==> src/rtl/pbp_pkg.sv <==
package pbp_pkg;

   typedef enum logic [1:0] {
      ESZ_BYTE = 2'd0,
      ESZ_HALF = 2'd1,
      ESZ_WORD = 2'd2,
      ESZ_DBL  = 2'd3
   } esz_e;

   localparam int unsigned NUM_SIZES = 4;
   localparam int unsigned IDX_W     = 3;

   // number of slots available for size code s
   function automatic int unsigned slots_for(input int unsigned s);
      return 32'd1 << s;
   endfunction

endpackage

==> src/rtl/pbp_gather.sv <==
module pbp_gather
   import pbp_pkg::*;
#(
   parameter int unsigned VL_BITS = 256
) (
   input  esz_e                   esz,
   input  logic [VL_BITS/8-1:0]   pred,
   output logic [VL_BITS/8-1:0]   bitmap
);
   localparam int unsigned PW = VL_BITS / 8;

   logic [NUM_SIZES-1:0][PW-1:0] cand;

   for (genvar s = 0; s < NUM_SIZES; s++) begin : g_size
      localparam int unsigned STRIDE = 1 << s;
      localparam int unsigned NBITS  = PW >> s;
      for (genvar e = 0; e < NBITS; e++) begin : g_elem
         assign cand[s][e] = pred[e*STRIDE];
      end
      if (NBITS < PW) begin : g_pad
         assign cand[s][PW-1:NBITS] = '0;
      end
   end

   always_comb bitmap = cand[esz];

endmodule

==> src/rtl/pbp_range_chk.sv <==
module pbp_range_chk
   import pbp_pkg::*;
(
   input  esz_e             esz,
   input  logic [IDX_W-1:0] idx,
   output logic             legal
);
   logic [IDX_W:0] limit;

   always_comb begin
      limit = (IDX_W+1)'(1) << esz;
      legal = ({1'b0, idx} < limit);
   end

endmodule

==> src/rtl/pbp_merge.sv <==
module pbp_merge
   import pbp_pkg::*;
#(
   parameter int unsigned VL_BITS = 256
) (
   input  esz_e                 esz,
   input  logic [IDX_W-1:0]     idx,
   input  logic [VL_BITS/8-1:0] bitmap,
   input  logic [VL_BITS-1:0]   dest_old,
   output logic [VL_BITS-1:0]   merged
);
   localparam int unsigned PW = VL_BITS / 8;

   logic                          keep_old;
   logic [PW-1:0]                 base_lo;
   logic [NUM_SIZES-1:0][PW-1:0]  cand;

   assign keep_old = (idx != '0);
   assign base_lo  = keep_old ? dest_old[PW-1:0] : '0;

   for (genvar s = 0; s < NUM_SIZES; s++) begin : g_size
      localparam int unsigned NSLOT = slots_for(s);
      localparam int unsigned SW    = PW >> s;
      for (genvar b = 0; b < NSLOT; b++) begin : g_slot
         assign cand[s][b*SW +: SW] = (idx == IDX_W'(b)) ? bitmap[SW-1:0]
                                                         : base_lo[b*SW +: SW];
      end
   end

   always_comb begin
      merged[PW-1:0]         = cand[esz];
      merged[VL_BITS-1:PW]   = keep_old ? dest_old[VL_BITS-1:PW] : '0;
   end

endmodule

==> src/rtl/pbp_pack.sv <==
module pbp_pack
   import pbp_pkg::*;
#(
   parameter int unsigned VL_BITS = 256
) (
   input  logic                   clk,
   input  logic                   rst_n,
   input  logic                   in_valid,
   input  logic [VL_BITS/8-1:0]   pred,
   input  logic [1:0]             esz_sel,
   input  logic [2:0]             blk_idx,
   input  logic [VL_BITS-1:0]     dest_old,
   output logic                   idx_illegal,
   output logic [VL_BITS-1:0]     res_q,
   output logic                   out_valid
);
   localparam int unsigned PW = VL_BITS / 8;

   // vector length must be a positive multiple of 128
   if (VL_BITS < 128 || (VL_BITS % 128) != 0) begin : g_bad_vl
      $error("pbp_pack: VL_BITS must be a positive multiple of 128");
   end

   esz_e            esz_t;
   logic            legal;
   logic [PW-1:0]   bitmap;
   logic [VL_BITS-1:0] merged;

   assign esz_t = esz_e'(esz_sel);

   pbp_gather #(.VL_BITS(VL_BITS)) gather_i (
      .esz    (esz_t),
      .pred   (pred),
      .bitmap (bitmap)
   );

   pbp_range_chk range_i (
      .esz   (esz_t),
      .idx   (blk_idx),
      .legal (legal)
   );

   pbp_merge #(.VL_BITS(VL_BITS)) merge_i (
      .esz      (esz_t),
      .idx      (blk_idx),
      .bitmap   (bitmap),
      .dest_old (dest_old),
      .merged   (merged)
   );

   assign idx_illegal = in_valid & ~legal;

   always_ff @(posedge clk) begin
      if (!rst_n) begin
         res_q     <= '0;
         out_valid <= 1'b0;
      end else begin
         out_valid <= in_valid & legal;
         if (in_valid && legal) begin
            res_q <= merged;
         end
      end
   end

endmodule

==> config.mk <==
export PLATFORM = sky130hd
export DESIGN_NAME = pbp_pack
export DESIGN_NICKNAME = d
export VERILOG_FILES = /design/src/rtl/pbp_pkg.sv /design/src/rtl/pbp_gather.sv /design/src/rtl/pbp_range_chk.sv /design/src/rtl/pbp_merge.sv /design/src/rtl/pbp_pack.sv
export SDC_FILE = /design/constraint.sdc
export NUM_CORES = 1
export LEC_CHECK = 0
export BUFFER_PORTS_ARGS = -buffer_cell sky130_fd_sc_hd__buf_2
export CORE_AREA = 2 2 217 219
export DETAILED_ROUTE_END_ITERATION = 8
export DIE_AREA = 0 0 219 221
export PLACE_DENSITY = 0.54
export RECOVER_POWER = 50
export SLEW_MARGIN = 20
export SYNTH_ARGS = -nofsm -noshare
export SYNTH_HDL_FRONTEND = slang
export SYNTH_SLANG_ARGS = --single-unit
==> constraint.sdc <==
create_clock -name clk -period 3.45 [get_ports clk]
set_input_delay 0.1725 -clock clk [delete_from_list [all_inputs] [get_ports clk]]
set_output_delay 0.1725 -clock clk [all_outputs]
set_load 0.03 [all_outputs]
==> results.cfg <==
[yosys]
async_reset_ff_frac = 0
synth_fp_nets = 1240
synth_edf_count = 0
ys_warn_count = 0
ys_seq_area_frac = 0.520
avgSynthCellArea_sq_um = 10.5
syn_inst = 943
synth_cell_type_count = 59
ys_ff_latch = 257
syn-cell-area_sq_um = 9890
synth_top_flop_cell = dfxtp_1

[finish]
area_growth_pct = 65.2
fillCellCount = 4732
design_area_sq_um = 16300
nNetsFinal = 2005
layout_commonest_cell = buf_2
layout-drive-gt1-share = 0.229
final_cell_mix = 296 x buf_2, 263 x clkbuf_1, 257 x dfxtp_1

[power]
p_per_area_nw_per_um2 = 495
p_clk_frac = 0.402
p_leak_uw = 0.00687
switchingPower_uw = 2320
sw_frac_of_total = 0.287
sequentialPowerShare = 0.402
internal_power_uw = 5770
combinationalPowerShare = 0.196
ir_worst_vdd_v = 0.000392

[worst_setup_path]
regToRegEndpoint = res_q[30]$_SDFFE_PN0P_
arrival_ns = 2.77
reg2reg_slack_ns = 2.20
crit_type = input port to register
reg2regPathDepth = 3
cp-start-kind = input port
critPathRequiredTime_ns = 3.95
cp_max_fo = 22
reg2reg_from = res_q[30]$_SDFFE_PN0P_
worst_setup_path_end_kind = register

[grt]
first_global_vias = 11099
grt_max_degree = 55
grt_use_met2 = 0.308
grt_util_met1 = 0.202
grt_use_met3 = 0.0381
groute.usage.overall = 0.174
grt-busiest-layer = met2
grt_overflow = 0
antenna_found_initial = 5
grt_pass1_wl_um = 66200

[sta]
period_needed_ns = 2.27
setup_viol = 0
finalWorstSetupSlack_ns = 1.18
tns_ns = 0
skew_ns = 0
worstMarginPinSlew_ns = 0.810
slew_violations = 0
max_freq_mhz = 441
rsz0062_at_grt = no
hold_violations = 0
relSlewSlack = 0.452
fin_crit_sh = 0.657

[cts]
cts_setup_buffers = 0
cts_root_buf = clkbuf_16
clock_sinks = 257
cts-buffers-inserted = 29
cts_tree = done
clockBufferDepth = 3
ctsHtreeMaxLevel = 1
clock_latency_ns = 0.55
cts_hold_buf = 246
clk_pin_slew_worst_paths_ns = 0.06
post_cts_resized = 0

[die]
rows = 79
die_x_um = 219
core_sq_um = 46100
start_util = 0.215
die_y_um = 221
io_pins = 554
dieArea_sq_um = 48400

[min_path]
hold-path-cell-count = 4
hp-start = dest_old[0]
hp-class = input port to register
hold_path_end = res_q[0]$_SDFFE_PN0P_

[placement]
io_buffers = 553
placed_cell_area_sq_um = 13200
place_ws_ns = 0.906
place.gp.congestion = 0.896
hpwl_um = 32000

[route]
first_pass_iters = 5
num_vias = 11094
wl_per_cell_um = 19.3
viasPerCell = 4.74
routed_wl_um = 45100
first_iter_violations = 970
route.detailed.drc = 0
drt.antenna.violating_nets = 0

[flow_run]
drv_cap = 0

[run_status]
outcome = finished clean
[stage by stage]
stage | total power [uW] | hold WS [ns] | cells | util
after floorplan | 4150 | 0.293 | 943 | -
after global routing | 8430 | 0.0341 | 2337 | 0.355
after detailed placement | 4710 | 0.384 | 2038 | 0.286
after global placement | 4700 | 0.382 | 2038 | 0.286
after CTS | 8230 | 0.00415 | 2336 | 0.362
final | 8100 | 0.0237 | 2339 | 0.355
[cells in the mapped netlist, types with 5 or more instances]
| cell | number | area [sq um] |
|---|---|---|
| o21ai_0 | 59 | 295 |
| a21oi_1 | 44 | 220 |
| mux2i_1 | 12 | 120 |
| dfxtp_1 | 257 | 5140 |
| a22o_1 | 227 | 1990 |
| and3_1 | 5 | 31.3 |
| buf_2 | 21 | 105 |
| nor3_1 | 9 | 45.0 |
| buf_4 | 19 | 143 |
| mux2_2 | 7 | 78.8 |
| clkbuf_1 | 38 | 143 |
| o211ai_1 | 11 | 82.6 |
| nand2_1 | 50 | 188 |
| a31oi_1 | 18 | 113 |
| nand3_1 | 13 | 65.1 |
| buf_6 | 18 | 203 |
| o211a_1 | 5 | 50.1 |
| nor2b_1 | 9 | 56.3 |
| a22oi_1 | 15 | 113 |
| buf_1 | 5 | 18.8 |
| inv_1 | 9 | 33.8 |
| nor2_1 | 18 | 67.6 |
| a2111oi_0 | 5 | 43.8 |
[worst max path at each step]
stage                               to  slack (ns)  cells after the start  startpoint
2_1_floorplan  res_q[100]$_SDFFE_PN0P_        0.87                     14  esz_sel[0]
3_3_place_gp    res_q[35]$_SDFFE_PN0P_        0.91                     10  esz_sel[1]
3_5_place_dp   res_q[122]$_SDFFE_PN0P_        0.91                     10  esz_sel[1]
4_1_cts         res_q[30]$_SDFFE_PN0P_        1.24                     11  esz_sel[1]
5_1_grt         res_q[30]$_SDFFE_PN0P_        0.93                     11  esz_sel[1]
6_report        res_q[17]$_SDFFE_PN0P_        1.18                      8  blk_idx[1]
[critical path, stage by stage]
cell and delay (ns):
buf_2 0.36, buf_4 0.29, or2_2 0.37, a21oi_1 0.12, nor3_1 0.56, a21oi_1 0.16
a21oi_1 0.16, dlygate4sd3_1 0.56
[power by group through the flow]
stage	sequential (uW)	combinational, uW	clock [uW]
after detailed placement	3310	1390	0
after CTS	3250	1630	3340
final	3260	1590	3250
after floorplan	3670	476	0
after global placement	3310	1390	0
after global routing	3280	1680	3470
[registers in the layout, summed over array words and instances (netlist names)]
register,cells
out_valid,1
res_q,256
[cells by family after synthesis]
group           count (synthesis)  synth area share
flops                         257             0.520
xor+xnor                        1          0.000886
compound gates                425             0.328
mux                            19            0.0201
fa+ha+maj                       1           0.00126
simple gates                  129            0.0640
buf+inv                       111            0.0657
[area by class of cell]
cell class,count,area (sq um),share of cell area
repair buffers,835,5280,0.323
flip-flops and latches,257,5140,0.315
multi-input cells,575,4110,0.251
clock buffers,39,803,0.0492
well taps,607,759,0.0465
clock inverters,13,200,0.0123
inverters,10,37.5,0.00230
diodes,3,7.51,0.000459
[routing by layer]
| metal | wire length (um) | vias to the layer above |
|---|---|---|
| li1 | - | 5140 |
| met1 | 17700 | 5256 |
| met2 | 21900 | 579 |
| met3 | 3640 | 115 |
| met4 | 1920 | 4 |
| met5 | 24 | - |
Note: power is estimated with default switching activity, not from simulation.
